--- src/rtl/refill_pkg.sv ---
package refill_pkg;
    typedef enum logic [1:0] {
        MODE_NARROW = 2'b00,
        MODE_WIDE   = 2'b01,
        MODE_ILV    = 2'b10,
        MODE_RSVD   = 2'b11
    } org_e;

    typedef enum logic [1:0] {
        ST_IDLE,
        ST_ADDR,
        ST_ACCESS,
        ST_XFER
    } st_e;
endpackage

--- src/rtl/refill_timer.sv ---
module refill_timer #(
    parameter int LAT = 10
) (
    input  logic clk,
    input  logic rst_n,
    input  logic load,
    output logic expired
);
    localparam int CW = $clog2(LAT + 1);

    logic [CW-1:0] cnt_q;

    always_ff @(posedge clk) begin
        if (!rst_n)
            cnt_q <= '0;
        else if (load)
            cnt_q <= CW'(LAT - 1);
        else if (cnt_q != '0)
            cnt_q <= cnt_q - 1'b1;
    end

    assign expired = (cnt_q == '0);

    generate
        if (LAT > 1) begin : g_chk
            // an access never finishes in the cycle right after it starts
            p_no_early_expiry_r3: assert property (@(posedge clk) disable iff (!rst_n)
                load |=> !expired);
        end
    endgenerate
endmodule

--- src/rtl/refill_lanes.sv ---
module refill_lanes #(
    parameter int DW    = 32,
    parameter int IDXW  = 4,
    parameter int LANES = 4
) (
    input  logic                  en,
    input  logic                  wide,
    input  logic [IDXW-1:0]       base_idx,
    input  logic [LANES*DW-1:0]   mem_rdata,
    output logic [LANES-1:0]      fill_vld,
    output logic [LANES*IDXW-1:0] fill_idx,
    output logic [LANES*DW-1:0]   fill_data
);
    generate
        for (genvar l = 0; l < LANES; l++) begin : g_lane
            logic lane_on;
            if (l == 0) begin : g_first
                assign lane_on = en;
            end else begin : g_rest
                assign lane_on = en && wide;
            end
            assign fill_vld[l]                 = lane_on;
            assign fill_idx[l*IDXW +: IDXW]    = base_idx + IDXW'(l);
            assign fill_data[l*DW +: DW]       = lane_on ? mem_rdata[l*DW +: DW] : '0;
        end
    endgenerate
endmodule

--- src/rtl/blk_refill_seq.sv ---
module blk_refill_seq
    import refill_pkg::*;
#(
    parameter int DW      = 32,
    parameter int BAW     = 26,
    parameter int WORDS   = 16,
    parameter int LANES   = 4,
    parameter int ACC_LAT = 10,
    localparam int IDXW   = $clog2(WORDS)
) (
    input  logic                  clk,
    input  logic                  rst_n,
    input  logic                  req,
    input  logic [1:0]            req_mode,
    input  logic [BAW-1:0]        req_blk,
    output logic                  busy,
    output logic                  mem_addr_vld,
    output logic [BAW-1:0]        mem_blk,
    output logic [IDXW-1:0]       mem_idx,
    input  logic [LANES*DW-1:0]   mem_rdata,
    output logic [LANES-1:0]      fill_vld,
    output logic [LANES*IDXW-1:0] fill_idx,
    output logic [LANES*DW-1:0]   fill_data,
    output logic                  done
);
    localparam logic [IDXW-1:0] LANE_MASK = IDXW'(LANES - 1);
    localparam logic [IDXW-1:0] LAST_ONE  = IDXW'(WORDS - 1);
    localparam logic [IDXW-1:0] LAST_QUAD = IDXW'(WORDS - LANES);

    st_e             st_q, st_d;
    org_e            mode_q;
    logic [BAW-1:0]  blk_q;
    logic [IDXW-1:0] ptr_q;
    logic            acc_done, tmr_load, round_end, ptr_last, xfer;

    // state register
    always_ff @(posedge clk) begin
        if (!rst_n) st_q <= ST_IDLE;
        else        st_q <= st_d;
    end

    // request latch and word pointer
    always_ff @(posedge clk) begin
        if (!rst_n) begin
            mode_q <= MODE_NARROW;
            blk_q  <= '0;
            ptr_q  <= '0;
        end else if (st_q == ST_IDLE && req) begin
            mode_q <= (org_e'(req_mode) == MODE_RSVD) ? MODE_NARROW : org_e'(req_mode);
            blk_q  <= req_blk;
            ptr_q  <= '0;
        end else if (xfer) begin
            ptr_q  <= ptr_q + ((mode_q == MODE_WIDE) ? IDXW'(LANES) : IDXW'(1));
        end
    end

    assign round_end = (mode_q != MODE_ILV) || ((ptr_q & LANE_MASK) == LANE_MASK);
    assign ptr_last  = (mode_q == MODE_WIDE) ? (ptr_q == LAST_QUAD) : (ptr_q == LAST_ONE);

    // next state
    always_comb begin
        st_d = st_q;
        unique case (st_q)
            ST_IDLE:   if (req) st_d = ST_ADDR;
            ST_ADDR:   st_d = ST_ACCESS;
            ST_ACCESS: if (acc_done) st_d = ST_XFER;
            ST_XFER:   if (round_end) st_d = ptr_last ? ST_IDLE : ST_ACCESS;
            default:   st_d = ST_IDLE;
        endcase
    end

    assign tmr_load = (st_q != ST_ACCESS) && (st_d == ST_ACCESS);

    // outputs
    always_comb begin
        busy         = 1'b0;
        mem_addr_vld = 1'b0;
        xfer         = 1'b0;
        done         = 1'b0;
        unique case (st_q)
            ST_IDLE:   ;
            ST_ADDR:   begin busy = 1'b1; mem_addr_vld = 1'b1; end
            ST_ACCESS: busy = 1'b1;
            ST_XFER:   begin busy = 1'b1; xfer = 1'b1; done = round_end && ptr_last; end
            default:   ;
        endcase
    end

    assign mem_blk = blk_q;
    assign mem_idx = ptr_q;

    refill_timer #(.LAT(ACC_LAT)) u_timer (
        .clk     (clk),
        .rst_n   (rst_n),
        .load    (tmr_load),
        .expired (acc_done)
    );

    refill_lanes #(.DW(DW), .IDXW(IDXW), .LANES(LANES)) u_lanes (
        .en        (xfer),
        .wide      (mode_q == MODE_WIDE),
        .base_idx  (ptr_q),
        .mem_rdata (mem_rdata),
        .fill_vld  (fill_vld),
        .fill_idx  (fill_idx),
        .fill_data (fill_data)
    );

    // assertions
    p_addr_after_accept_r2: assert property (@(posedge clk) disable iff (!rst_n)
        (req && !busy) |=> (mem_addr_vld && busy));
    p_single_lane_r3: assert property (@(posedge clk) disable iff (!rst_n)
        (fill_vld[0] && mode_q != MODE_WIDE) |-> (fill_vld == LANES'(1)));
    p_all_lanes_r4: assert property (@(posedge clk) disable iff (!rst_n)
        (fill_vld[0] && mode_q == MODE_WIDE) |-> (&fill_vld));
    p_done_with_strobe_r7: assert property (@(posedge clk) disable iff (!rst_n)
        done |-> fill_vld[0]);
    p_done_then_idle_r7: assert property (@(posedge clk) disable iff (!rst_n)
        done |=> (!done && !busy));
    p_hold_request_r8: assert property (@(posedge clk) disable iff (!rst_n)
        (st_q != ST_IDLE && st_d != ST_IDLE) |=> ($stable(mode_q) && $stable(blk_q)));
    p_rsvd_as_narrow_r9: assert property (@(posedge clk) disable iff (!rst_n)
        busy |-> (mode_q != MODE_RSVD));
endmodule

--- config.mk ---
export PLATFORM = sky130hd
export DESIGN_NAME = blk_refill_seq
export DESIGN_NICKNAME = d
export VERILOG_FILES = /design/src/rtl/refill_pkg.sv /design/src/rtl/refill_timer.sv /design/src/rtl/refill_lanes.sv /design/src/rtl/blk_refill_seq.sv
export SDC_FILE = /design/constraint.sdc
export NUM_CORES = 1
export LEC_CHECK = 0
export ABC_CLOCK_PERIOD_IN_PS = 2009
export CORE_AREA = 2 2 130 132
export DETAILED_ROUTE_END_ITERATION = 7
export DIE_AREA = 0 0 132 134
export DONT_BUFFER_PORTS = 1
export MAX_ROUTING_LAYER = met4
export SKIP_LAST_GASP = 1
export SLEW_MARGIN = 20
export SYNTH_ARGS = -nofsm -noshare
export SYNTH_HDL_FRONTEND = slang
export SYNTH_HIERARCHICAL = 1
export SYNTH_SLANG_ARGS = --single-unit
--- constraint.sdc ---
create_clock -name clk -period 2.01 [get_ports clk]
set_input_delay 0.3015 -clock clk [delete_from_list [all_inputs] [get_ports clk]]
set_output_delay 0.3015 -clock clk [all_outputs]
set_load 0.05 [all_outputs]
==> results.py, run 1 <==
metrics = {
    "place": {
        "placed_area_um2": 5260,
        "place_congestion": 0.765,
        "post-place-ws_ns": 0.0336,
        "place.port_buffers": 0,
        "dp_cells": 671,
        "hpwlAfterDp_mm": 13.0,
    },
    "critical_path": {
        "reg2reg_slack_ns": 0.26,
        "crit_family": "simple AND/OR/NAND/NOR gates",
        "cp.arrival_ns": 1.71,
        "worst-path-buf-inv": 1,
        "worstPathRequired_ns": 1.71,
        "path_class": "reg2out",
        "setup.worst_path.start_class": "register",
        "worstSetupStartpoint": "mode_q[1]",
        "reg2reg_from": "mode_q[1]",
        "crit_chain": "nand2b_4 -> ha_4 -> a2111oi_4 -> and3_4 -> buf_12",
        "path_depth": 5,
        "worst_setup_path_end_kind": "primary output",
        "cp_slowest_cell": "sky130_fd_sc_hd__a2111oi_4",
        "timing.reg2reg.worst_path_depth": 8,
        "cpPeakStageDelay_ns": 0.34,
        "critPathMaxFanout": 3,
    },
    "floorplan": {
        "effective_utilization_at_floorplan_pct": 17.4,
        "die-area_um2": 17700,
        "core.rowCount": 47,
        "ios": 340,
        "die-height_um": 134,
        "core_region_area_um2": 16300,
        "die_width_um": 132,
    },
    "pwr": {
        "net_switching_fraction_of_the_power_pct": 39.1,
        "power_frac_clock_pct": 28.0,
        "vdd.ir_drop.worst_v": 0.000412,
        "power.density_nw_per_um2": 527,
        "totalPowerFinal_uw": 2960,
        "combinationalPowerShare_pct": 34.4,
        "p_int_uw": 1800,
        "seq_pwr_share_pct": 37.6,
        "pleak_uw": 0.00251,
        "p_switching_uw": 1160,
    },
    "timing": {
        "fmaxAchievable_ghz": 0.498,
        "clock-skew-final_ns": 0.00364,
        "setup_violators_final": 0,
        "period_minus_slack_ns": 2.01,
        "setup_repair_after_global_routing_missed_its_margin": "yes",
        "report.final.hold_viol_count": 0,
        "transition_at_the_pin_with_the_smallest_max_transition_slack_ns": 0.585,
        "post-route-period-util_pct": 99.8,
        "slew_headroom_pct": 61.0,
        "final-max-slew-violation-count": 0,
        "fin_ws_ns": 0.00329,
    },
    "synth": {
        "post_synth_instance_area_um2": 2830,
        "synth_nets": 532,
        "yosys.cell_types.count": 33,
        "netlist.top_cell.by_area": "sky130_fd_sc_hd__dfxtp_1",
        "yosysWarningCount": 6,
        "number_of_synthesized_register_bits": 38,
        "synth.avg_cell_area_um2": 7.74,
        "postSynthCellCount": 365,
        "synthTopCellsByArea": "sky130_fd_sc_hd__dfxtp_1, sky130_fd_sc_hd__and3_1, sky130_fd_sc_hd__nand2_1",
        "synth.yosys.seq_area_share_pct": 26.9,
        "synth_top_cell_area_share_pct": 26.9,
    },
    "clock_network": {
        "cts_htree_levels": 2,
        "worst_skew_pair_latency_ns": 0.27,
        "cts_buffers": 5,
        "path_clk_slew_ns": 0.06,
        "cts_num_sinks": 38,
        "tritoncts": "done",
        "clock-root-buffer": "sky130_fd_sc_hd__clkbuf_16",
        "cts.path.max_buffers": 2,
    },
    "global_route": {
        "grt_pass1_wl_mm": 20.8,
        "maximum_number_of_pins_on_one_net_before_global_route_repair": 70,
        "grtUsageTotal_pct": 16.4,
        "initial_antenna_violation_count": 30,
        "grt_pass1_vias": 2939,
        "global_route.overflow_total": 0,
    },
    "route": {
        "routed_wirelength_mm": 15.6,
        "firstDrtPassIters": 4,
        "wl_met3_mm": 1.92,
        "detailroute.via_count": 3034,
        "routed_wire_length_per_instance_um": 22.0,
        "route.top_layer_used": "met4",
        "drtIter0Drc": 123,
        "viasPerCell": 4.30,
        "remaining_number_of_nets_flagged_by_the_antenna_check_after_routing": 0,
        "wl_met1_mm": 5.22,
        "detail_route.drc_violations": 0,
        "dr_wl_met2_mm": 8.17,
    },
    "flow_run": {
        "max_cap_violations": 0,
    },
    "run_status": {
        "status": "finished clean",
    },
    "finish": {
        "num-fill-cells": 1630,
        "postLayoutCellArea_um2": 5620,
        "commonest_cells_after_routing_fill_and_taps_aside": "sky130_fd_sc_hd__buf_12, sky130_fd_sc_hd__and3_1, sky130_fd_sc_hd__nand2_1, sky130_fd_sc_hd__dfxtp_1, sky130_fd_sc_hd__and2_1",
        "layout.cells.most_common": "sky130_fd_sc_hd__buf_12",
        "drive_gt1_share_pct": 41.1,
        "final_net_count": 628,
        "area_growth_syn_to_layout_pct": 98.9,
        "layout.cells.non_filler": 706,
        "final_core_utilization_pct": 34.5,
    },
    "worst_hold_path": {
        "hold_path.class": "in2reg",
        "timing.hold.worst.start": "rst_n",
        "worstHoldPathCells": 2,
    },
}
-- worst register-to-register path: stages, from the launching register on --
cell and delay [ns]:
sky130_fd_sc_hd__dfxtp_1 0.34, sky130_fd_sc_hd__nand2b_4 0.14, sky130_fd_sc_hd__buf_4 0.12, sky130_fd_sc_hd__inv_2 0.05, sky130_fd_sc_hd__buf_12 0.17, sky130_fd_sc_hd__ha_1 0.32
sky130_fd_sc_hd__a31oi_1 0.10, sky130_fd_sc_hd__or3_1 0.31, sky130_fd_sc_hd__a21oi_1 0.13
-- kinds of logic (layout without fill, tap and decap cells) --
kind of cell / Yosys count / in the layout / share of synthesized area [%]
AO/OA/AOI/OAI: 43 / 43 / 11.2
multiplexers: 2 / 2 / 0.708
flip-flops: 38 / 38 / 26.9
buffers and inverters: 55 / 152 / 12.1
adder cells (fa/ha/maj): 8 / 8 / 3.54
AND/OR/NAND/NOR: 211 / 211 / 43.0
other: 0 / 24 / 0
XOR/XNOR: 8 / 8 / 2.48
-- power by group through the flow --
stage          Sequential [µW]  Clock, µW  Combinational, µW
5_1_grt                   1130        890               1110
4_1_cts                   1110        853                995
2_1_floorplan             1120          0                737
3_5_place_dp              1120          0                989
6_report                  1110        830               1020
3_3_place_gp              1120          0                968
-- final cells by class --
cell class	count	area, µm²	share of cell area [%]
antenna	24	60.1	1.07
inverter	12	57.6	1.02
tap	220	275	4.90
multi-input combinational	272	1830	32.5
clock inverter	2	10.0	0.178
timing repair buffer	132	2470	44.0
sequential	38	768	13.7
clock buffer	6	150	2.67
-- synthesized netlist by cell type, drive strengths merged --
master / n
nor3b: 2
mux2i: 2
a2111oi: 2
a211oi: 2
buf: 31
xor2: 3
and2: 33
a21oi: 6
nor2: 3
a31o: 1
a31oi: 3
nor3: 1
nor2b: 2
nand2b: 2
a21boi: 28
inv: 12
or2: 1
xnor2: 5
nand3b: 3
and3: 98
nand2: 64
clkbuf: 12
o21ai: 1
dfxtp: 38
or3: 1
ha: 8
or3b: 1
-- metal layers --
metal | GRT usage, % | vias to the layer above
met3 | 8.01 | 18
li1 | - | 1440
met2 | 29.7 | 197
met5 | - | -
met4 | 3.14 | 0
met1 | 15.9 | 1379
-- stage by stage --
stage	hold slack, ns	TNS (ns)
after floorplan	0.434	0
after global placement	0.423	0
after detailed placement	0.430	0
after CTS	0.135	-0.0520
after global routing	0.146	-0.145
final	0.143	0
-- registers in the layout (all words and copies together), names as in the netlist --
register       flops
u_timer/cnt_q      4
mem_idx            4
st_q               2
mode_q             2
mem_blk           26
-- repair_timing --
| action | in CTS | in global routing |
|---|---|---|
| hold endpoints to repair | 0 | 0 |
| gates resized for setup | 5 | 11 |
| setup endpoints to repair | 21 | 50 |
| hold buffers | 0 | 0 |
| pin swaps | 1 | 1 |
| setup buffers | 0 | 1 |
| cloned | 0 | 2 |
-- final timing paths --
| kind | end |
|---|---|
| max reg2reg | mem_idx[3] |
| max | done |
| min reg2reg | mode_q[1] |
| min | st_q[1] |
Note: power is estimated with default switching activity, not from simulation.
==> run 2, diff against run 1 <==
--- a/config.mk
+++ b/config.mk
@@ -11,6 +11,7 @@
 export DIE_AREA = 0 0 132 134
 export DONT_BUFFER_PORTS = 1
 export MAX_ROUTING_LAYER = met4
+export SETUP_SLACK_MARGIN = 0.02
 export SKIP_LAST_GASP = 1
 export SLEW_MARGIN = 20
 export SYNTH_ARGS = -nofsm -noshare
==> run 2 against run 1 <==
Net effect:
- critical path depth unchanged
- cell count unchanged
- die area unchanged
==> results.py, run 2 (synthesis gave the netlist of run 1 again) <==
metrics = {
    "clock_network": {
        "cts_htree_levels": 2,
        "cts_num_sinks": 38,
        "cts_hold_repair.buffers": 0,
        "tritoncts": "done",
        "path_clk_slew_ns": 0.06,
        "clock-root-buffer": "sky130_fd_sc_hd__clkbuf_16",
        "cts_buffers": 5,
        "cts.path.max_buffers": 2,
        "worst_skew_pair_latency_ns": 0.27,
    },
    "route": {
        "routed_wirelength_mm": 15.6,
        "drtIter0Drc": 150,
        "firstDrtPassIters": 4,
        "remaining_number_of_nets_flagged_by_the_antenna_check_after_routing": 0,
        "routed_wire_length_per_instance_um": 22.1,
        "viasPerCell": 4.32,
        "detail_route.drc_violations": 0,
        "detailroute.via_count": 3048,
    },
    "pwr": {
        "p_switching_uw": 1160,
        "power_frac_clock_pct": 27.9,
        "vdd.ir_drop.worst_v": 0.000413,
        "p_int_uw": 1810,
        "power.density_nw_per_um2": 527,
        "seq_pwr_share_pct": 37.6,
        "combinationalPowerShare_pct": 34.5,
        "net_switching_fraction_of_the_power_pct": 39.1,
        "pleak_uw": 0.00252,
        "totalPowerFinal_uw": 2970,
    },
    "finish": {
        "commonest_cells_after_routing_fill_and_taps_aside": "sky130_fd_sc_hd__buf_12, sky130_fd_sc_hd__and3_1, sky130_fd_sc_hd__nand2_1, sky130_fd_sc_hd__dfxtp_1, sky130_fd_sc_hd__and2_1",
        "max_ffs_per_register": 26,
        "layout.cells.non_filler": 706,
        "final_net_count": 629,
        "num-fill-cells": 1631,
        "drive_gt1_share_pct": 41.5,
        "area_growth_syn_to_layout_pct": 99.1,
        "layout.cells.most_common": "sky130_fd_sc_hd__buf_12",
    },
    "floorplan": {
        "die-area_um2": 17700,
        "die_width_um": 132,
        "ios": 340,
        "effective_utilization_at_floorplan_pct": 17.4,
        "die-height_um": 134,
        "core.rowCount": 47,
        "core_region_area_um2": 16300,
    },
    "timing": {
        "post-route-period-util_pct": 99.7,
        "finalHoldWorstSlack_ns": 0.142,
        "period_minus_slack_ns": 2.00,
        "fmaxAchievable_ghz": 0.499,
        "setup_violators_final": 0,
        "clock-skew-final_ns": 0.00378,
        "report.final.hold_viol_count": 0,
        "slew_headroom_pct": 60.3,
        "transition_at_the_pin_with_the_smallest_max_transition_slack_ns": 0.594,
        "final-max-slew-violation-count": 0,
        "setup_repair_after_global_routing_missed_its_margin": "yes",
    },
    "global_route": {
        "grt_pass1_wl_mm": 20.8,
        "initial_antenna_violation_count": 30,
        "maximum_number_of_pins_on_one_net_before_global_route_repair": 70,
        "grt_pass1_vias": 2940,
        "global_route.overflow_total": 0,
        "grtUsageTotal_pct": 16.4,
    },
    "critical_path": {
        "critPathMaxFanout": 3,
        "worst_setup_path_end_kind": "primary output",
        "setup.worst_path.start_class": "register",
        "path_class": "reg2out",
        "cp.arrival_ns": 1.70,
        "cpPeakStageDelay_ns": 0.35,
        "worstPathRequired_ns": 1.71,
        "crit_chain": "nand2b_4 -> ha_4 -> a2111oi_4 -> and3_4 -> buf_12",
        "cp_slowest_cell": "sky130_fd_sc_hd__a2111oi_4",
    },
    "place": {
        "dp_cells": 671,
        "place.port_buffers": 0,
        "hpwlAfterDp_mm": 13.0,
        "place_congestion": 0.765,
    },
    "flow_run": {
        "max_cap_violations": 0,
    },
    "worst_hold_path": {
        "hold_path.class": "in2reg",
    },
    "run_status": {
        "status": "finished clean",
    },
}
-- run 2: per-stage QoR --
| step | area [µm²] | utilization [%] | TNS, ns | setup slack (ns) |
|---|---|---|---|---|
| 6_report | 5630 | 34.5 | 0 | 0.00542 |
| 5_1_grt | 5620 | 34.5 | -0.0768 | -0.0559 |
| 4_1_cts | 5450 | 33.5 | -0.0520 | -0.0520 |
| 3_5_place_dp | 5260 | 32.3 | 0 | 0.0336 |
| 3_3_place_gp | 5260 | 32.3 | 0 | 0.0515 |
| 2_1_floorplan | 2880 | - | 0 | 0.0468 |
-- run 2: path summary, 6_finish.rpt --
check                   startpoint                to  slack, ns  depth (start not counted)
setup / recovery         mode_q[1]              done      0.005                          5
hold / removal               rst_n           st_q[1]       0.14                          2
setup reg to reg         mode_q[1]        mem_idx[3]       0.29                          8
hold reg to reg   u_timer/cnt_q[1]  u_timer/cnt_q[1]       0.53                          2
-- run 2: final cells by class --
| type | instances | area [µm²] | area share (%) |
|---|---|---|---|
| antenna | 23 | 57.6 | 1.02 |
| clock buffer | 6 | 150 | 2.67 |
| clock inverter | 2 | 10.0 | 0.178 |
| inverter | 12 | 57.6 | 1.02 |
| multi-input combinational | 272 | 1820 | 32.4 |
| sequential | 38 | 771 | 13.7 |
| tap | 220 | 275 | 4.89 |
| timing repair buffer | 133 | 2480 | 44.1 |
-- run 2: routing by layer --
layer	part of all wire, %	global-route usage, %	up-vias
met5	0	-	-
met4	1.4	3.14	0
met3	12	8.01	18
met2	53	29.7	196
met1	34	15.9	1393
li1	-	-	1441
-- run 2: worst max-delay path: cells and delay by family (launching register included) --
family / cells / cell delay (ns)
simple gates: 2 / 0.40
flops: 1 / 0.32
fa+ha+maj: 1 / 0.23
buf+inv: 1 / 0.14
compound gates: 1 / 0.35
-- run 2: what timing repair did --
action                                  CTS  global route
endpoints found under the setup margin   54            74
gates resized for setup                   6            12
cloned                                    0             2
setup buffers                             0             2
pin swaps                                 1             1
-- run 2: power by group through the flow --
stage | Combinational [µW] | Sequential (µW) | Clock (µW)
after CTS | 996 | 1110 | 853
after detailed placement | 989 | 1120 | 0
final | 1020 | 1120 | 829
after global placement | 968 | 1120 | 0
after global routing | 1110 | 1130 | 888
after floorplan | 737 | 1120 | 0
